[config.mk]
export PLATFORM = sky130hd
export DESIGN_NAME = victim_buf
export DESIGN_NICKNAME = d
export VERILOG_FILES = /design/src/rtl/vc_pkg.sv /design/src/rtl/vc_match.sv /design/src/rtl/vc_repl.sv /design/src/rtl/victim_buf.sv
export SDC_FILE = /design/constraint.sdc
export NUM_CORES = 1
export LEC_CHECK = 0
export ABC_AREA = 1
export BUFFER_PORTS_ARGS = -buffer_cell sky130_fd_sc_hd__buf_4
export CAP_MARGIN = 20
export CORE_MARGIN = 2
export CORE_UTILIZATION = 36
export CTS_BUF_LIST = sky130_fd_sc_hd__clkbuf_8
export CTS_CLUSTER_DIAMETER = 60
export DETAILED_ROUTE_END_ITERATION = 10
export GPL_ROUTABILITY_DRIVEN = 0
export HOLD_SLACK_MARGIN = 0.15
export PLACE_DENSITY = 0.61
export SLEW_MARGIN = 20
export SYNTH_ARGS = -nofsm -noshare
export SYNTH_HDL_FRONTEND = slang
export SYNTH_HIERARCHICAL = 1
export SYNTH_SLANG_ARGS = --single-unit
[constraint.sdc]
create_clock -name clk -period 4.9 [get_ports clk]
set_input_delay 0.245 -clock clk [delete_from_list [all_inputs] [get_ports clk]]
set_output_delay 0.245 -clock clk [all_outputs]
set_load 0.01 [all_outputs]
[src/rtl/vc_pkg.sv]
package vc_pkg;
  localparam int VC_MAX_ENTRIES = 8;

  function automatic int vc_idx_w(input int n);
    return (n > 1) ? $clog2(n) : 1;
  endfunction
endpackage

[src/rtl/vc_match.sv]
module vc_match #(
  parameter int ENTRIES = 4,
  parameter int ADDR_W  = 20,
  localparam int IDX_W  = vc_pkg::vc_idx_w(ENTRIES)
) (
  input  logic                           clk,
  input  logic                           rst_n,
  input  logic [ENTRIES-1:0]             valid,
  input  logic [ENTRIES-1:0][ADDR_W-1:0] tags,
  input  logic [ADDR_W-1:0]              addr,
  output logic                           hit,
  output logic [IDX_W-1:0]               hit_idx
);
  logic [ENTRIES-1:0] match_vec;

  // one comparator per entry, all in parallel
  for (genvar g = 0; g < ENTRIES; g++) begin : g_cmp
    assign match_vec[g] = valid[g] && (tags[g] == addr);
  end

  always_comb begin
    hit_idx = '0;
    for (int i = 0; i < ENTRIES; i++) begin
      if (match_vec[i]) hit_idx = hit_idx | IDX_W'(i);
    end
  end

  assign hit = |match_vec;

  AST_TAG_UNIQUE: assert property (@(posedge clk) disable iff (!rst_n)
    $onehot0(match_vec));
endmodule

[src/rtl/vc_repl.sv]
module vc_repl #(
  parameter int ENTRIES = 4,
  localparam int IDX_W  = vc_pkg::vc_idx_w(ENTRIES)
) (
  input  logic               clk,
  input  logic               rst_n,
  input  logic [ENTRIES-1:0] valid,
  input  logic               touch_en,
  input  logic [IDX_W-1:0]   touch_idx,
  output logic [IDX_W-1:0]   victim_idx
);
  // rank 0 = most recently written, ENTRIES-1 = oldest
  logic [ENTRIES-1:0][IDX_W-1:0] rank_q, rank_d;
  logic [ENTRIES-1:0]            rank_seen;
  logic [IDX_W-1:0]              free_idx, old_idx;
  logic                          any_free;

  always_comb begin
    any_free = 1'b0;
    free_idx = '0;
    old_idx  = '0;
    for (int i = ENTRIES - 1; i >= 0; i--) begin
      if (!valid[i]) begin
        any_free = 1'b1;
        free_idx = IDX_W'(i);
      end
      if (rank_q[i] == IDX_W'(ENTRIES - 1)) old_idx = IDX_W'(i);
    end
    victim_idx = any_free ? free_idx : old_idx;
  end

  always_comb begin
    rank_d = rank_q;
    if (touch_en) begin
      for (int i = 0; i < ENTRIES; i++) begin
        if (IDX_W'(i) == touch_idx)           rank_d[i] = '0;
        else if (rank_q[i] < rank_q[touch_idx]) rank_d[i] = rank_q[i] + 1'b1;
      end
    end
  end

  always_ff @(posedge clk or negedge rst_n) begin
    if (!rst_n) begin
      for (int i = 0; i < ENTRIES; i++) rank_q[i] <= IDX_W'(i);
    end else if (touch_en) begin
      rank_q <= rank_d;
    end
  end

  always_comb begin
    rank_seen = '0;
    for (int i = 0; i < ENTRIES; i++) rank_seen[rank_q[i]] = 1'b1;
  end

  AST_RANK_PERM: assert property (@(posedge clk) disable iff (!rst_n)
    &rank_seen);
endmodule

[src/rtl/victim_buf.sv]
module victim_buf #(
  parameter int ENTRIES = 4,
  parameter int ADDR_W  = 20,
  parameter int LINE_W  = 64
) (
  input  logic              clk,
  input  logic              rst_n,
  input  logic              req_valid,
  input  logic [ADDR_W-1:0] req_addr,
  input  logic              ev_valid,
  input  logic [ADDR_W-1:0] ev_addr,
  input  logic [LINE_W-1:0] ev_data,
  output logic              rsp_valid,
  output logic              rsp_hit,
  output logic [LINE_W-1:0] rsp_data
);
  localparam int IDX_W = vc_pkg::vc_idx_w(ENTRIES);

  logic [ENTRIES-1:0]             valid_q, valid_d, wr_en;
  logic [ENTRIES-1:0][ADDR_W-1:0] tag_q;
  logic [ENTRIES-1:0][LINE_W-1:0] data_q;
  logic                           hit;
  logic [IDX_W-1:0]               hit_idx, victim_idx, wr_idx;
  logic                           wr_any, clr_any;
  logic                           rsp_valid_q, rsp_hit_q;
  logic [LINE_W-1:0]              rsp_data_q;

  initial begin
    assert (ENTRIES >= 1 && ENTRIES <= vc_pkg::VC_MAX_ENTRIES);
  end

  vc_match #(.ENTRIES(ENTRIES), .ADDR_W(ADDR_W)) u_match (
    .clk     (clk),
    .rst_n   (rst_n),
    .valid   (valid_q),
    .tags    (tag_q),
    .addr    (req_addr),
    .hit     (hit),
    .hit_idx (hit_idx)
  );

  vc_repl #(.ENTRIES(ENTRIES)) u_repl (
    .clk        (clk),
    .rst_n      (rst_n),
    .valid      (valid_q),
    .touch_en   (wr_any),
    .touch_idx  (wr_idx),
    .victim_idx (victim_idx)
  );

  // next state: swap into the hit slot, otherwise fill the chosen victim slot
  always_comb begin
    wr_any  = req_valid && ev_valid;
    clr_any = req_valid && hit && !ev_valid;
    wr_idx  = hit ? hit_idx : victim_idx;
    wr_en   = '0;
    valid_d = valid_q;
    for (int i = 0; i < ENTRIES; i++) begin
      if (IDX_W'(i) == wr_idx) begin
        if (wr_any) begin
          wr_en[i]   = 1'b1;
          valid_d[i] = 1'b1;
        end else if (clr_any) begin
          valid_d[i] = 1'b0;
        end
      end
    end
  end

  always_ff @(posedge clk or negedge rst_n) begin
    if (!rst_n) valid_q <= '0;
    else        valid_q <= valid_d;
  end

  for (genvar g = 0; g < ENTRIES; g++) begin : g_line
    always_ff @(posedge clk) begin
      if (wr_en[g]) begin
        tag_q[g]  <= ev_addr;
        data_q[g] <= ev_data;
      end
    end
  end

  always_ff @(posedge clk or negedge rst_n) begin
    if (!rst_n) begin
      rsp_valid_q <= 1'b0;
      rsp_hit_q   <= 1'b0;
    end else begin
      rsp_valid_q <= req_valid;
      rsp_hit_q   <= req_valid && hit;
    end
  end

  always_ff @(posedge clk) begin
    if (req_valid) rsp_data_q <= hit ? data_q[hit_idx] : '0;
  end

  assign rsp_valid = rsp_valid_q;
  assign rsp_hit   = rsp_hit_q;
  assign rsp_data  = rsp_data_q;

  AST_RSP_FOLLOWS: assert property (@(posedge clk) disable iff (!rst_n)
    req_valid |=> rsp_valid);
  AST_RSP_IDLE: assert property (@(posedge clk) disable iff (!rst_n)
    !req_valid |=> !rsp_valid);
  AST_HIT_HAS_RSP: assert property (@(posedge clk) disable iff (!rst_n)
    rsp_hit |-> rsp_valid);
  AST_SWAP_KEEPS: assert property (@(posedge clk) disable iff (!rst_n)
    (req_valid && hit && ev_valid) |=> ($countones(valid_q) == $countones($past(valid_q))));
  AST_HIT_FREES: assert property (@(posedge clk) disable iff (!rst_n)
    (req_valid && hit && !ev_valid) |=> ($countones(valid_q) + 1 == $countones($past(valid_q))));
  AST_FILL_EMPTY: assert property (@(posedge clk) disable iff (!rst_n)
    (req_valid && !hit && ev_valid && !(&valid_q)) |=> ($countones(valid_q) == $countones($past(valid_q)) + 1));
  AST_MISS_NOWRITE: assert property (@(posedge clk) disable iff (!rst_n)
    (req_valid && !hit && !ev_valid) |=> $stable(valid_q));
endmodule

==> qor.csv <==
metric,value,unit
Avg Synthesized Cell Area,10.7,sq um
final setup margin,1080,ps
final core occ,45.3,%
Initial Util,36.3,%
Final Hold Fails,0,
Final Skew,26.0,ps
die area,49900,sq um
Worst VDD drop,0.184,mV
number of H-tree levels,3,
dpl ws,1190,ps
CP startpoint kind,flop,
GRT Residual Overflow,0,
worst-path fanout max,41,
CTS buffer count,72,
DP Wirelength,24.0,mm
Layout Nets,2033,
post-synth cell types,26,
Clock Latency Late Sink,640,ps
drt first-iter violations,944,
overall global routing resource usage,16.9,%
Synth Warn #,6,
Post-Syn Instances,1617,
Synth Cell Area,17300,sq um
Die Ht,223,um
Finish-stage setup viols,0,
Worst path max stage delay,570,ps
slew of the pin with the lowest slew margin,1070,ps
CP arrival,4330,ps
clock buffer depth,3,
TritonRoute pass-1 iters,8,
period utilization,77.9,%
Crit path max-delay family,simple AND/OR/NAND/NOR gates,
PD cells,427,nW/um^2
clock root cell,clkbuf_8,
Worst Path Buf+Inv,3,
ANT nets after route,0,
Leak Pwr,9.36,nW
most used cell along the critical path,nand2_1,
drt total wl,42.2,mm
post-CTS setup buffers,0,
CTS tree,built,
vias in the first global route,11540,
Die W,223,um
Period minus WS final,3820,ps
Slew Limit Fails,0,
DRC viols,0,
status,"finished, final reports clean",
share of cells above drive strength 1,16.6,%
Ports,174,
Critical-path top delay cell,a221oi_1,
Setup TNS,0,ps
mean routed wirelength per cell,16.3,um
count of input and output buffers,173,
Synth area leader,edfxtp_1,
# rows,80,
"commonest non-fill, non-tap cell in the layout",nand2_1,
largest net degree at the start of global routing,129,
maximum clock frequency,262,MHz
most frequent cells in the layout,"658 x nand2_1, 400 x edfxtp_1, 231 x inv_1",
Core Region,47600,sq um
Area Overhead vs Synth,24.5,%
RSZ-0062 raised after global routing,no,
Critical Path RT,5410,ps
worst setup path class,flop to flop,
MaxCap Viol Count,0,
initial antenna violation count,4,
relative slew slack,28.7,%
first-pass GRT wire length,64.3,mm
clk sinks,414,
"Seq/Total Area, Yosys",71.4,%
"FF+latch count, synth",414,
Synth top area share,69.4,%
ranking of synthesized cells by area,"edfxtp_1 69%, nand2_1 14%, inv_1 4.8%, nand3_1 2.5%, a21oi_1 1.9%",
vias,11973,
worst path cell trace,nand2_1 -> nand2_1 -> nor2_1 -> nand2_1 -> nor2_1 -> nand3_1 -> nand2_4 -> buf_4 -> nand2_1 -> nand2_1 -> inv_2 -> nand2_1 -> inv_1 -> a221oi_1 -> ha_1 -> nand2_1 -> nand2_1 -> nand2_2 -> nand2_2 -> nand2_1 -> nand2_1,
"Clk pin slew, worst setup/hold paths",60,ps
"Net Count, Synth",1733,
Vias/cell,4.62,
Tightest Hold Check Type,input port to flop,
Setup crit end kind,flop,
tightest hold or removal path: stages:
cell	delay [ps]
buf_4	110
nand2_1	90
inv_1	260
nand3_1	180
nand2_1	50
logic make-up (layout without fill, tap and decap cells):
kind of cell / after synthesis / in the layout / share of synthesized area (%)
other cells: 0 / 3 / 0
buf+inv: 292 / 648 / 6.65
flops: 414 / 414 / 71.4
simple gates: 811 / 811 / 18.4
compound gates: 85 / 85 / 2.57
fa+ha+maj: 8 / 8 / 0.578
xor+xnor: 7 / 7 / 0.354
cell type report:
cell class	instances	area [sq um]
Clock inverter	56	325
Sequential cell	414	12400
Inverter	241	917
Tap cell	615	769
Clock buffer	74	1020
Timing Repair Buffer	277	2350
Multi-Input combinational cell	911	3810
Antenna cell	3	7.51
Fill cell	4320	26100
synthesized netlist by cell type (all sizes together):
| cell | count |
|---|---|
| nand2 | 669 |
| edfxtp | 400 |
| inv | 241 |
| nand3 | 88 |
| a21oi | 65 |
| nor2 | 54 |
| buf | 42 |
| o21ai | 13 |
| dfrtp | 10 |
| clkbuf | 9 |
| ha | 8 |
| xnor2 | 6 |
| dfstp | 4 |
| o211ai | 4 |
| a221oi | 1 |
| a31oi | 1 |
| o41ai | 1 |
| xor2 | 1 |
sequential cells by signal (all words and copies together) (netlist names):
register	flops
rsp_valid	1
rsp_data	64
rsp_hit	1
tag_q	80
valid_q	4
u_repl/rank_q	8
data_q	256
where the power goes:
part | total, mW | internal (mW) | switching, mW | leakage, nW
logic | 1.58 | 0.514 | 1.07 | 4.75
registers | 4.64 | 4.47 | 0.166 | 3.87
clock network | 2.98 | 1.57 | 1.41 | 0.746
total | 9.20 | 6.56 | 2.64 | 9.36
routing by layer:
layer	part of all wire (%)	global-route usage [%]	up-vias
li1	-	-	5827
met1	44	22.4	5631
met2	46	26.6	422
met3	6.8	3.95	91
met4	3.0	7.57	2
met5	0.026	0	-
through the flow:
| step | cells | power, mW | hold slack (ps) | instance area [sq um] |
|---|---|---|---|---|
| 2_1_floorplan | 1617 | 5.67 | -50.6 | 17300 |
| 3_3_place_gp | 2370 | 6.18 | 120 | 19300 |
| 3_5_place_dp | 2370 | 6.23 | 122 | 19300 |
| 4_1_cts | 2588 | 9.31 | 240 | 21600 |
| 5_1_grt | 2591 | 9.71 | 324 | 21600 |
| 6_report | 2591 | 9.20 | 318 | 21600 |
final timing paths:
check,start,endpoint,slack (ps),cells after the start
worst max-delay path,tag_q[35],u_repl/rank_q[1],1080,21
worst min-delay path,ev_valid,u_repl/rank_q[6],320,5
worst max register to register,tag_q[35],u_repl/rank_q[1],1080,21
worst min register to register,u_repl/rank_q[6],u_repl/rank_q[6],500,2
max in group asynchronous,rst_n,rsp_valid,3110,4
min in group asynchronous,rst_n,u_repl/rank_q[7],700,3
timing repair:
action                                  4_1_cts  5_1_grt
hold endpoints to repair                    363        0
hold buffers                                 88        0
resized for setup                             0        0
endpoints found under the setup margin        0        0
Power figures use the tool's default switching activity.
